`src/rtl/cmt_pkg.sv`:
```
package cmt_pkg;
  typedef enum logic [1:0] {
    ACT_KEEP   = 2'b00,
    ACT_LOW    = 2'b01,
    ACT_HIGH   = 2'b10,
    ACT_TOGGLE = 2'b11
  } act_e;

  localparam int FLAG_A = 0;
  localparam int FLAG_P = 1;
  localparam int NUM_FLAGS = 2;
endpackage

```
`src/rtl/cmt_counter.sv`:
```
module cmt_counter #(
  parameter int CNT_W = 10
) (
  input  logic             clk_i,
  input  logic             rst_ni,
  input  logic             run_i,
  input  logic             hold_i,
  input  logic             clr_sel_i,
  input  logic [CNT_W-1:0] cmp_a_i,
  input  logic [CNT_W-1:0] cmp_p_i,
  output logic [CNT_W-1:0] cnt_o,
  output logic             a_evt_o,
  output logic             p_evt_o,
  output logic             start_o
);
  localparam logic [CNT_W-1:0] CNT_MAX = '1;
  localparam logic [CNT_W-1:0] CNT_ONE = {{(CNT_W-1){1'b0}}, 1'b1};

  logic [CNT_W-1:0] cnt_q, cnt_d;
  logic             run_q;
  logic             adv, a_hit, p_hit, a_zero, wipe;

  // next-state logic
  always_comb begin
    adv     = run_i & run_q & ~hold_i;
    a_zero  = (cmp_a_i == '0);
    a_hit   = (cnt_q == cmp_a_i);
    p_hit   = (cmp_p_i == '0) ? (cnt_q == CNT_MAX) : (cnt_q == cmp_p_i);
    a_evt_o = adv & a_hit & ~(clr_sel_i & a_zero);
    p_evt_o = adv & ~clr_sel_i & p_hit;
    wipe    = (clr_sel_i & a_evt_o) | p_evt_o;
    start_o = run_i & ~run_q;
    cnt_d   = cnt_q;
    if (!run_i) begin
      cnt_d = '0;
    end else if (adv) begin
      cnt_d = wipe ? '0 : (cnt_q + CNT_ONE);
    end
  end

  // state registers
  always_ff @(posedge clk_i or negedge rst_ni) begin
    if (!rst_ni) begin
      cnt_q <= '0;
      run_q <= 1'b0;
    end else begin
      cnt_q <= cnt_d;
      run_q <= run_i;
    end
  end

  assign cnt_o = cnt_q;


  stop_zero_chk: assert property (@(posedge clk_i) disable iff (!rst_ni)
    !run_i |=> (cnt_q == '0));


  hold_stable_chk: assert property (@(posedge clk_i) disable iff (!rst_ni)
    (run_i && hold_i) |=> $stable(cnt_q));


  a_clear_chk: assert property (@(posedge clk_i) disable iff (!rst_ni)
    (run_i && clr_sel_i && a_evt_o) |=> (cnt_q == '0));


  p_clear_chk: assert property (@(posedge clk_i) disable iff (!rst_ni)
    (run_i && p_evt_o) |=> (cnt_q == '0));
endmodule

```
`src/rtl/cmt_flag.sv`:
```
module cmt_flag (
  input  logic clk_i,
  input  logic rst_ni,
  input  logic set_i,
  input  logic clr_i,
  output logic flag_o
);
  logic flag_q, flag_d;

  always_comb begin
    flag_d = flag_q;
    if (set_i) begin
      flag_d = 1'b1;
    end else if (clr_i) begin
      flag_d = 1'b0;
    end
  end

  always_ff @(posedge clk_i or negedge rst_ni) begin
    if (!rst_ni) begin
      flag_q <= 1'b0;
    end else begin
      flag_q <= flag_d;
    end
  end

  assign flag_o = flag_q;


  flag_clear_chk: assert property (@(posedge clk_i) disable iff (!rst_ni)
    (clr_i && !set_i) |=> !flag_q);


  flag_set_wins_chk: assert property (@(posedge clk_i) disable iff (!rst_ni)
    set_i |=> flag_q);
endmodule

```
`src/rtl/cmt_outlvl.sv`:
```
module cmt_outlvl
  import cmt_pkg::*;
(
  input  logic clk_i,
  input  logic rst_ni,
  input  logic start_i,
  input  logic init_i,
  input  logic evt_i,
  input  act_e act_i,
  output logic lvl_o
);
  logic lvl_q, lvl_d;

  always_comb begin
    lvl_d = lvl_q;
    if (start_i) begin
      lvl_d = init_i;
    end else if (evt_i) begin
      unique case (act_i)
        ACT_KEEP:   lvl_d = lvl_q;
        ACT_LOW:    lvl_d = 1'b0;
        ACT_HIGH:   lvl_d = 1'b1;
        ACT_TOGGLE: lvl_d = ~lvl_q;
        default:    lvl_d = lvl_q;
      endcase
    end
  end

  always_ff @(posedge clk_i or negedge rst_ni) begin
    if (!rst_ni) begin
      lvl_q <= 1'b0;
    end else begin
      lvl_q <= lvl_d;
    end
  end

  assign lvl_o = lvl_q;


  start_init_chk: assert property (@(posedge clk_i) disable iff (!rst_ni)
    start_i |=> (lvl_q == $past(init_i)));


  act_high_chk: assert property (@(posedge clk_i) disable iff (!rst_ni)
    (evt_i && !start_i && act_i == ACT_HIGH) |=> lvl_q);


  act_toggle_chk: assert property (@(posedge clk_i) disable iff (!rst_ni)
    (evt_i && !start_i && act_i == ACT_TOGGLE) |=> (lvl_q != $past(lvl_q)));


  no_evt_hold_chk: assert property (@(posedge clk_i) disable iff (!rst_ni)
    (!evt_i && !start_i) |=> $stable(lvl_q));
endmodule

```
`src/rtl/cmt_timer.sv`:
```
module cmt_timer
  import cmt_pkg::*;
#(
  parameter int CNT_W = 10
) (
  input  logic             clk_i,
  input  logic             rst_ni,
  input  logic             run_i,
  input  logic             hold_i,
  input  logic             clr_sel_i,
  input  logic [1:0]       act_sel_i,
  input  logic             init_lvl_i,
  input  logic             pol_i,
  input  logic [CNT_W-1:0] cmp_a_i,
  input  logic [CNT_W-1:0] cmp_p_i,
  input  logic             flag_a_clr_i,
  input  logic             flag_p_clr_i,
  output logic [CNT_W-1:0] count_o,
  output logic             flag_a_o,
  output logic             flag_p_o,
  output logic             pin_o
);
  logic                 a_evt, p_evt, start, lvl;
  logic [NUM_FLAGS-1:0] flg_set, flg_clr, flg;

  cmt_counter #(.CNT_W(CNT_W)) u_counter (
    .clk_i     (clk_i),
    .rst_ni    (rst_ni),
    .run_i     (run_i),
    .hold_i    (hold_i),
    .clr_sel_i (clr_sel_i),
    .cmp_a_i   (cmp_a_i),
    .cmp_p_i   (cmp_p_i),
    .cnt_o     (count_o),
    .a_evt_o   (a_evt),
    .p_evt_o   (p_evt),
    .start_o   (start)
  );

  assign flg_set[FLAG_A] = a_evt;
  assign flg_set[FLAG_P] = p_evt;
  assign flg_clr[FLAG_A] = flag_a_clr_i;
  assign flg_clr[FLAG_P] = flag_p_clr_i;

  for (genvar g = 0; g < NUM_FLAGS; g++) begin : g_flag
    cmt_flag u_flag (
      .clk_i  (clk_i),
      .rst_ni (rst_ni),
      .set_i  (flg_set[g]),
      .clr_i  (flg_clr[g]),
      .flag_o (flg[g])
    );
  end

  assign flag_a_o = flg[FLAG_A];
  assign flag_p_o = flg[FLAG_P];

  cmt_outlvl u_outlvl (
    .clk_i   (clk_i),
    .rst_ni  (rst_ni),
    .start_i (start),
    .init_i  (init_lvl_i),
    .evt_i   (a_evt),
    .act_i   (act_e'(act_sel_i)),
    .lvl_o   (lvl)
  );

  assign pin_o = lvl ^ pol_i;


  no_p_flag_chk: assert property (@(posedge clk_i) disable iff (!rst_ni)
    (clr_sel_i && !flag_p_o) |=> !flag_p_o);


  a_zero_quiet_chk: assert property (@(posedge clk_i) disable iff (!rst_ni)
    (clr_sel_i && cmp_a_i == '0 && !flag_a_o) |=> !flag_a_o);
endmodule

```
`config.mk`:
```
export PLATFORM = sky130hd
export DESIGN_NAME = cmt_timer
export DESIGN_NICKNAME = d
export VERILOG_FILES = /design/src/rtl/cmt_pkg.sv /design/src/rtl/cmt_counter.sv /design/src/rtl/cmt_flag.sv /design/src/rtl/cmt_outlvl.sv /design/src/rtl/cmt_timer.sv
export SDC_FILE = /design/constraint.sdc
export NUM_CORES = 1
export LEC_CHECK = 0
export BUFFER_PORTS_ARGS = -buffer_cell sky130_fd_sc_hd__buf_4
export CORE_MARGIN = 4
export CORE_UTILIZATION = 48
export CTS_CLUSTER_SIZE = 28
export DETAILED_ROUTE_END_ITERATION = 10
export PLACE_DENSITY = 0.86
export RECOVER_POWER = 50
export SLEW_MARGIN = 20
export SYNTH_ARGS = -nofsm -noshare
export SYNTH_HDL_FRONTEND = slang
export SYNTH_SLANG_ARGS = --single-unit
```
`constraint.sdc`:
```
create_clock -name clk_i -period 3.7 [get_ports clk_i]
set_clock_uncertainty 0.1 [all_clocks]
set_input_delay 0.74 -clock clk_i [delete_from_list [all_inputs] [get_ports clk_i]]
set_output_delay 0.74 -clock clk_i [all_outputs]
set_load 0.02 [all_outputs]
```
==> flow_metrics.tcl, run 1 <==
set metrics [dict create \
    maxCapViolations 0 \
    drive_gt1_share_pct 25.5 \
    worstSkewPairLatency_ns 0.29 \
    die_h_um 58.1 \
    synth_top_area_cell "dfrtp_1" \
    routedWlPerCell_um 16.2 \
    overflow 0 \
    port_buffers 43 \
    cp_max_fo 5 \
    clk_pin_slew_ns 0.09 \
    cts_max_level 1 \
    vias 1306 \
    cts_buffers 3 \
    synth_most_common_cell "dfrtp_1" \
    viasPerCell 6.16 \
    area_delta_synth_final_pct 28.4 \
    powerDensity_nw_per_um2 228 \
    core_sq_um 2300 \
    cts_tree "done" \
    synth_area_leaders "dfrtp_1 29%, xor2_1 8.7%, inv_1 4.1%, nand2_1 3.7%, o211ai_1 3.7%" \
    diodes 0 \
    pre_cts_ws_ns 0.744 \
    synthArstFlopShare_pct 100 \
    power_leakage_nw 0.651 \
    ant_nets 0 \
    ys_seq_area_share_pct 29.1 \
    synth.cell_area_sq_um 1200 \
    fin_crit_ns 2.70 \
    grt_max_degree 15 \
    status "finished clean" \
    end_kind "flip-flop" \
    worst_pin_slew_ns 0.726 \
    crit_type "in -> reg" \
    cp_data_required_time_ns 3.78 \
    postCtsHoldBufs 0 \
    gp_congestion 0.881 \
    rsz0062_at_grt "no" \
    max_freq_ghz 0.371 \
    drc 0 \
    chipWidth_um 58.1 \
    clk_path_buf_depth 2 \
    critPathLaunchType "primary input" \
    post_cts_buffers 0 \
    antenna_found_initial 0 \
    rows 17 \
    syn-num-nets 177 \
    syn_inst 145 \
    synthFlopType "dfrtp_1" \
    cts_root_buffer "clkbuf_4" \
    synth_top_area_share_pct 29.1 \
    yosys_warnings 0 \
    dp_hpwl_um 2710 \
    hold_viol_final 0 \
    relSlewSlack_pct 51.5 \
    io_pins 44 \
    setup_ws_ns 1.00 \
    vdd_drop_max_v 0.000161 \
    cts_resized 0 \
    die_area_sq_um 3370 \
    setup_viol 0 \
    slew_violations 0 \
    finalWirelength_um 3430 \
    first_global_vias 1284 \
    tns_ns 0 \
    synth_common_cells "14 x dfrtp_1, 13 x inv_1, 12 x nand2_1, 12 x xor2_1, 9 x nor2_1" \
    ys_seq_elements 14 \
    avgSynthCellArea_sq_um 8.30 \
    hold_path_class "in -> async" \
    worstPathArrival_ns 2.77 \
    drt_iter0_drc 57 \
    nets 217 \
    grt_use_total_pct 21.6 \
    initial_core_util_pct 52.4 \
    clkSinkCount 14 \
    first_pass_iters 5 \
    synth.distinct_cells 40 \
    finalCritPeriodShare_pct 72.9 \
    synth_edf_count 0 \
    grt_first_pass_wirelength_um 5690 \
]
-- cells in the final DEF, fill, tap and decap left out, types with 2 or more instances in the layout --
cell type  instances
buf_4             37
dfrtp_1           14
inv_1             13
xor2_1            12
nand2_1           12
nor2_1             9
o211ai_1           6
clkbuf_1           6
a21oi_1            5
o22ai_1            5
nor4_1             5
nand3_1            5
nor3_1             4
a221o_1            4
xnor2_1            3
o22a_1             3
o21ai_1            3
o21ai_0            3
a2111oi_0          3
clkbuf_4           3
nor4_4             2
a32oi_1            2
nor4bb_1           2
and3_1             2
nand4_1            2
and2_1             2
-- metal layers --
layer	share of wire, %	global-route usage (%)	wire (um)	vias to the layer above
met1	41	26.5	1390	596
met4	2.7	7.95	91	0
met3	9.2	4.01	314	14
met2	48	37.3	1630	69
li1	-	-	-	627
met5	0	0	0	-
-- final cells by class --
cell class	count	area, sq um
sequential	14	350
inverter	13	48.8
multi-input combinational	110	774
clock buffer	4	36.3
timing repair buffer	43	300
tap	28	35.0
fill	193	752
-- per-stage QoR --
stage | area [sq um] | hold WS (ns) | total power, W | utilization (%) | instances
4_1_cts | 1570 | 0.196 | 0.000352 | 68.2 | 212
2_1_floorplan | 1200 | 0.344 | 0.000197 | - | 145
5_1_grt | 1550 | 0.449 | 0.000367 | 67.3 | 212
3_5_place_dp | 1530 | 0.430 | 0.000245 | 66.7 | 208
6_report | 1550 | 0.376 | 0.000352 | 67.3 | 212
3_3_place_gp | 1530 | 0.419 | 0.000243 | 66.7 | 208
-- power breakdown --
part	total, W	internal [W]	switching, W
Clock	0.000111	0.0000599	0.0000512
Combinational	0.0000802	0.0000390	0.0000412
Sequential	0.000161	0.000156	0.00000521
Total	0.000352	0.000255	0.0000976
-- flip-flops by register name (all words and copies together), names as in the netlist --
name / cells
u_counter.cnt_o: 10
g_flag.u_flag.flag_o: 2
u_counter.run_q: 1
u_outlvl.lvl_o: 1
-- logic make-up (layout without fill, tap and decap cells) --
group / after synthesis / count (layout) / share of synthesized area (%)
AND/OR/NAND/NOR: 51 / 51 / 25.9
AO/OA/AOI/OAI: 43 / 43 / 26.5
buffers and inverters: 21 / 60 / 6.55
XOR/XNOR: 15 / 15 / 10.9
flip-flops: 14 / 14 / 29.1
adder cells (fa/ha/maj): 1 / 1 / 1.04
-- worst max-delay path, stage by stage --
cell	delay, ns
buf_4	0.12
xor2_1	0.15
nor4_1	0.36
nand4_1	0.26
o21ai_0	0.54
a21oi_1	0.22
a221o_1	0.38
-- path summary, 6_finish.rpt --
check                                         from                       to  slack (ns)  depth (start not counted)
setup / recovery                        cmp_a_i[7]       u_counter.cnt_o[4]        1.00                          7
hold / removal                              rst_ni  g_flag[1].u_flag.flag_o        0.38                          1
setup reg to reg                u_counter.cnt_o[7]       u_counter.cnt_o[4]        1.02                          6
hold reg to reg            g_flag[0].u_flag.flag_o  g_flag[0].u_flag.flag_o        0.45                          2
max in group asynchronous                   rst_ni       u_counter.cnt_o[6]        2.66                          1
min in group clk_i         g_flag[0].u_flag.flag_o  g_flag[0].u_flag.flag_o        0.45                          2
No activity file was read; power rests on OpenSTA's default activity.
==> inputs of run 2 (changes only) <==
--- a/config.mk
+++ b/config.mk
@@ -7,10 +7,10 @@
 export LEC_CHECK = 0
 export BUFFER_PORTS_ARGS = -buffer_cell sky130_fd_sc_hd__buf_4
 export CORE_MARGIN = 4
-export CORE_UTILIZATION = 48
+export CORE_UTILIZATION = 44
 export CTS_CLUSTER_SIZE = 28
 export DETAILED_ROUTE_END_ITERATION = 10
-export PLACE_DENSITY = 0.86
+export PLACE_DENSITY = 0.83
 export RECOVER_POWER = 50
 export SLEW_MARGIN = 20
 export SYNTH_ARGS = -nofsm -noshare
==> constraint.sdc (replaced) <==
create_clock -name clk_i -period 2.3 [get_ports clk_i]
set_clock_uncertainty 0.1 [all_clocks]
set_input_delay 0.46 -clock clk_i [delete_from_list [all_inputs] [get_ports clk_i]]
set_output_delay 0.46 -clock clk_i [all_outputs]
set_load 0.02 [all_outputs]
==> run 2 against run 1 <==
  * Die area rose by 7.8%
  * Largest power group unchanged
  * Clock power rose by 70%
  * Clock-buffer cell count did not move
  * Cell area is 19% higher
  * Combinational power rose by 120%
  * The flow now finishes with violations (setup timing)
  * Highest routed layer unchanged
  * Global-route usage rose by 3.3 points
  * Via count increased by 14%
  * Final cell count is 16% higher
  * First-iteration DRC count up 75%
==> flow_metrics.tcl, run 2 (synthesis gave the netlist of run 1 again) <==
set metrics [dict create \
    dp_hpwl_um 3260 \
    vdd_drop_max_v 0.000242 \
    critical_path.cell_chain "buf_4 > nor4_4 > buf_4 > and3_2 > nor4_1 > o22a_1 > a2111oi_0 > a221o_1" \
    grt_first_pass_wirelength_um 6780 \
    timing.hold.ws_ns 0.219 \
    worstSkewPairLatency_ns 0.30 \
    status "complete, but fails checks" \
    ant_nets 0 \
    rsz0062_at_grt "yes" \
    place_area_sq_um 1730 \
    viasPerCell 6.09 \
    worstPathArrival_ns 2.62 \
    cp_max_fo 5 \
    fin_crit_ns 2.48 \
    finalWirelength_um 4410 \
    met2_usage_pct 46.5 \
    grt_max_degree 15 \
    grt_util_met1_pct 28.0 \
    relSlewSlack_pct 45.0 \
    final_common_cell "buf_4" \
    hold_path_class "in -> reg" \
    clk_pin_slew_ns 0.10 \
    routedWlPerCell_um 18.0 \
    maxCapViolations 0 \
    overflow 0 \
    clkSinkCount 14 \
    first_pass_iters 7 \
    first_global_vias 1492 \
    cp_data_required_time_ns 2.44 \
    end_kind "flip-flop" \
    violations "setup timing" \
    io_pins 44 \
    busiest_layer "met2" \
    drc 0 \
    core_sq_um 2540 \
    diodes 0 \
    setup_viol 4 \
    worst_pin_slew_ns 0.825 \
    cts_max_level 1 \
    power_leakage_nw 0.818 \
    area_delta_synth_final_pct 53.0 \
    grt_use_total_pct 24.9 \
    crit_type "in -> reg" \
    die_area_sq_um 3640 \
    final_area_sq_um 1840 \
    cts_tree "done" \
    clk_path_buf_depth 2 \
    port_buffers 43 \
    drive_gt1_share_pct 40.0 \
    cts_buffers 3 \
    slew_violations 0 \
    final_cell_mix "67 x buf_4, 13 x inv_1, 13 x dfrtp_1" \
    vias 1492 \
    initial_core_util_pct 47.3 \
    path_delay_family "compound AO/OA/AOI/OAI gates" \
    gp_congestion 0.924 \
    drt_iter0_drc 100 \
    largest_reg_flops 10 \
    worst_path_most_repeated_cell "buf_4" \
    chipWidth_um 60.3 \
    critPathLaunchType "primary input" \
    setup_ws_ns -0.179 \
    max_freq_ghz 0.403 \
    post-route-util_pct 72.4 \
    powerDensity_nw_per_um2 337 \
    path_buf_inv 2 \
    finalCritPeriodShare_pct 108 \
    tns_ns -0.231 \
    hold_viol_final 0 \
    cp_slowest_cell "a2111oi_0" \
    nets 248 \
    cts_root_buffer "clkbuf_4" \
    rows 18 \
    cpPeakStageDelay_ns 0.67 \
    grtUsageMet3_pct 4.32 \
    die_h_um 60.3 \
    antenna_found_initial 0 \
]
-- run 2: power breakdown --
part | total [W] | leakage (nW) | internal (W) | switching [W]
sequential | 0.000257 | 0.189 | 0.000251 | 0.00000568
combinational | 0.000174 | 0.607 | 0.0000902 | 0.0000840
clock | 0.000189 | 0.0210 | 0.0000965 | 0.0000929
total | 0.000620 | 0.818 | 0.000438 | 0.000183
-- run 2: final cells by class --
cell class / instances / area, sq um
Fill cell: 211 / 703
Timing Repair Buffer: 74 / 554
Tap cell: 30 / 37.5
Sequential cell: 14 / 352
Inverter: 13 / 48.8
Clock buffer: 4 / 36.3
Multi-Input combinational cell: 110 / 813
-- run 2: what timing repair did --
item / in CTS / in global routing
hold endpoints to repair: 14 / 0
pin swaps: 3 / 10
setup buffers: 0 / 4
gates resized for setup: 2 / 10
endpoints found under the setup margin: 5 / 10
hold buffers: 1 / 0
-- run 2: per-layer routing --
metal	part of all wire (%)	vias up
li1	-	691
met1	37	694
met2	52	88
met3	7.9	19
met4	3.8	0
met5	0	-
-- run 2: final timing paths --
check	start	to	slack [ns]	cells after the start
hold reg to reg	g_flag[0].u_flag.flag_o	g_flag[0].u_flag.flag_o	0.44	2
min in group asynchronous	rst_ni	g_flag[1].u_flag.flag_o	0.66	2
setup / recovery	cmp_p_i[1]	u_counter.cnt_o[3]	-0.18	8
setup reg to reg	u_counter.cnt_o[6]	u_counter.cnt_o[3]	-0.04	7
max in group asynchronous	rst_ni	u_counter.cnt_o[6]	0.86	2
hold / removal	run_i	u_counter.run_q	0.22	1
-- run 2: stage by stage --
step | setup WS, ns | power (W) | cells
2_1_floorplan | -0.114 | 0.000317 | 145
3_3_place_gp | -0.286 | 0.000414 | 236
3_5_place_dp | -0.308 | 0.000420 | 236
4_1_cts | 0.00361 | 0.000610 | 241
5_1_grt | -0.397 | 0.000649 | 245
6_report | -0.179 | 0.000620 | 245
==> inputs of run 3 (changes only) <==
--- a/config.mk
+++ b/config.mk
@@ -12,6 +12,7 @@
 export DETAILED_ROUTE_END_ITERATION = 10
 export PLACE_DENSITY = 0.83
 export RECOVER_POWER = 50
+export SETUP_SLACK_MARGIN = 0.05
 export SLEW_MARGIN = 20
 export SYNTH_ARGS = -nofsm -noshare
 export SYNTH_HDL_FRONTEND = slang
==> constraint.sdc (replaced) <==
create_clock -name clk_i -period 2.1 [get_ports clk_i]
set_clock_uncertainty 0.1 [all_clocks]
set_input_delay 0.42 -clock clk_i [delete_from_list [all_inputs] [get_ports clk_i]]
set_output_delay 0.42 -clock clk_i [all_outputs]
set_load 0.02 [all_outputs]
==> run 3 against run 2 <==
  * The run still ends with setup timing left
  * Via count grew 4.9%
  * Largest cell class unchanged
  * Power increased by 11%
  * Clock-buffer cell count did not move
  * Global-route usage up 1.0 points
==> flow_metrics.tcl, run 3 (synthesis gave the netlist of run 1 again) <==
set metrics [dict create \
    status "complete, but fails checks" \
    violations "setup timing" \
    cp_max_fo 4 \
    vdd_drop_max_v 0.000402 \
    die_h_um 60.3 \
    initial_core_util_pct 47.3 \
    ant_nets 0 \
    tns_ns -1.07 \
    area_delta_synth_final_pct 64.2 \
    hold_path_class "in -> reg" \
    worst_pin_slew_ns 0.843 \
    post-route-util_pct 77.7 \
    gp_congestion 0.957 \
    max_freq_ghz 0.431 \
    drt_iter0_drc 122 \
    first_global_vias 1492 \
    core_sq_um 2540 \
    first_pass_iters 5 \
    slew_violations 0 \
    nets 257 \
    swShare_pct 30.1 \
    relSlewSlack_pct 43.7 \
    dp_hpwl_um 3440 \
    grt_use_total_pct 25.9 \
    cts_tree "done" \
    path_buf_inv 0 \
    rsz0062_at_grt "yes" \
    clk_pin_slew_ns 0.10 \
    clk_path_buf_depth 2 \
    place_area_sq_um 1790 \
    maxCapViolations 0 \
    finalWirelength_um 4650 \
    seqPwrFrac_pct 40.8 \
    grt_first_pass_wirelength_um 6910 \
    fin_crit_ns 2.32 \
    clkSinkCount 14 \
    die_area_sq_um 3640 \
    p_switching_w 0.000207 \
    worstPathArrival_ns 2.41 \
    final_area_sq_um 1980 \
    setup_viol 9 \
    io_pins 44 \
    intPower_w 0.000481 \
    timing.hold.ws_ns 0.207 \
    cp_data_required_time_ns 2.19 \
    cpPeakStageDelay_ns 0.54 \
    grt_max_degree 15 \
    p_comb_share_pct 28.5 \
    final_cell_mix "72 x buf_4, 13 x inv_1, 12 x nand2_1" \
    largest_reg_flops 10 \
    drc 0 \
    crit_type "reg -> reg" \
    vias 1565 \
    setup_ws_ns -0.220 \
    pre_cts_ws_ns -0.497 \
    critical_path.cell_chain "nor4bb_1 > a21oi_1 > o22a_1 > or4_4 > o2111a_1 > a221o_1" \
    port_buffers 43 \
    finalCritPeriodShare_pct 110 \
    viasPerCell 6.14 \
    overflow 0 \
    rows 18 \
    power_leakage_nw 0.879 \
    path_delay_family "compound AO/OA/AOI/OAI gates" \
    pwr-share-clk_pct 30.7 \
    cp_slowest_cell "or4_4" \
    routedWlPerCell_um 18.2 \
    worstSkewPairLatency_ns 0.31 \
    end_kind "flip-flop" \
    hold_viol_final 0 \
    critPathLaunchType "flip-flop" \
    cts_root_buffer "clkbuf_4" \
    antenna_found_initial 0 \
    chipWidth_um 60.3 \
    cts_buffers 3 \
    powerDensity_nw_per_um2 348 \
    cts_max_level 1 \
    drive_gt1_share_pct 46.9 \
    final_common_cell "buf_4" \
]
[run 3: changes by cell type in the layout (fill, tap and decap cells not counted), sizes merged]
cell and delta:
buf +11, clkbuf -2, diode +1
[run 3: final timing paths]
kind	cells after the start	slack [ns]	to	start
hold reg to reg	2	0.46	g_flag[1].u_flag.flag_o	g_flag[1].u_flag.flag_o
setup reg to reg	6	-0.22	u_counter.cnt_o[2]	u_counter.cnt_o[9]
min in group asynchronous	2	0.60	u_counter.cnt_o[7]	rst_ni
setup / recovery	6	-0.22	u_counter.cnt_o[2]	u_counter.cnt_o[9]
max in group asynchronous	2	0.75	u_counter.cnt_o[6]	rst_ni
hold / removal	2	0.21	g_flag[0].u_flag.flag_o	flag_a_clr_i
[run 3: final cells by class]
class	instances	area [sq um]
Fill cell	158	568
Inverter	13	48.8
Timing Repair Buffer	83	652
Antenna cell	1	2.50
Clock buffer	4	36.3
Sequential cell	14	354
Tap cell	30	37.5
Multi-Input combinational cell	110	846
[run 3: what timing repair did]
item	in CTS	in global routing
hold buffers	1	0
setup endpoints to repair	10	12
gates resized for setup	13	14
buffers inserted	4	1
endpoints found under the hold margin	14	0
pin swaps	20	6
[run 3: per-stage QoR]
step           power (W)  instances
6_report        0.000688        255
5_1_grt         0.000709        254
4_1_cts         0.000676        253
3_5_place_dp    0.000462        244
3_3_place_gp    0.000456        244
2_1_floorplan   0.000348        145
[run 3: power by group through the flow]
stage / registers, W / logic [W] / clock network, W
after global routing: 0.000282 / 0.000210 / 0.000218
after global placement: 0.000285 / 0.000171 / 0
final: 0.000281 / 0.000196 / 0.000211
after detailed placement: 0.000286 / 0.000177 / 0
after CTS: 0.000281 / 0.000185 / 0.000210
after floorplan: 0.000287 / 0.0000605 / 0
[run 3: routing by layer]
metal	track usage (%)	up-vias	share of wire (%)	wire (um)
met1	31.1	747	38	1780
li1	-	709	-	-
met3	5.40	13	7.9	367
met2	44.0	96	52	2400
met5	0	-	0	0
met4	12.3	0	2.3	108
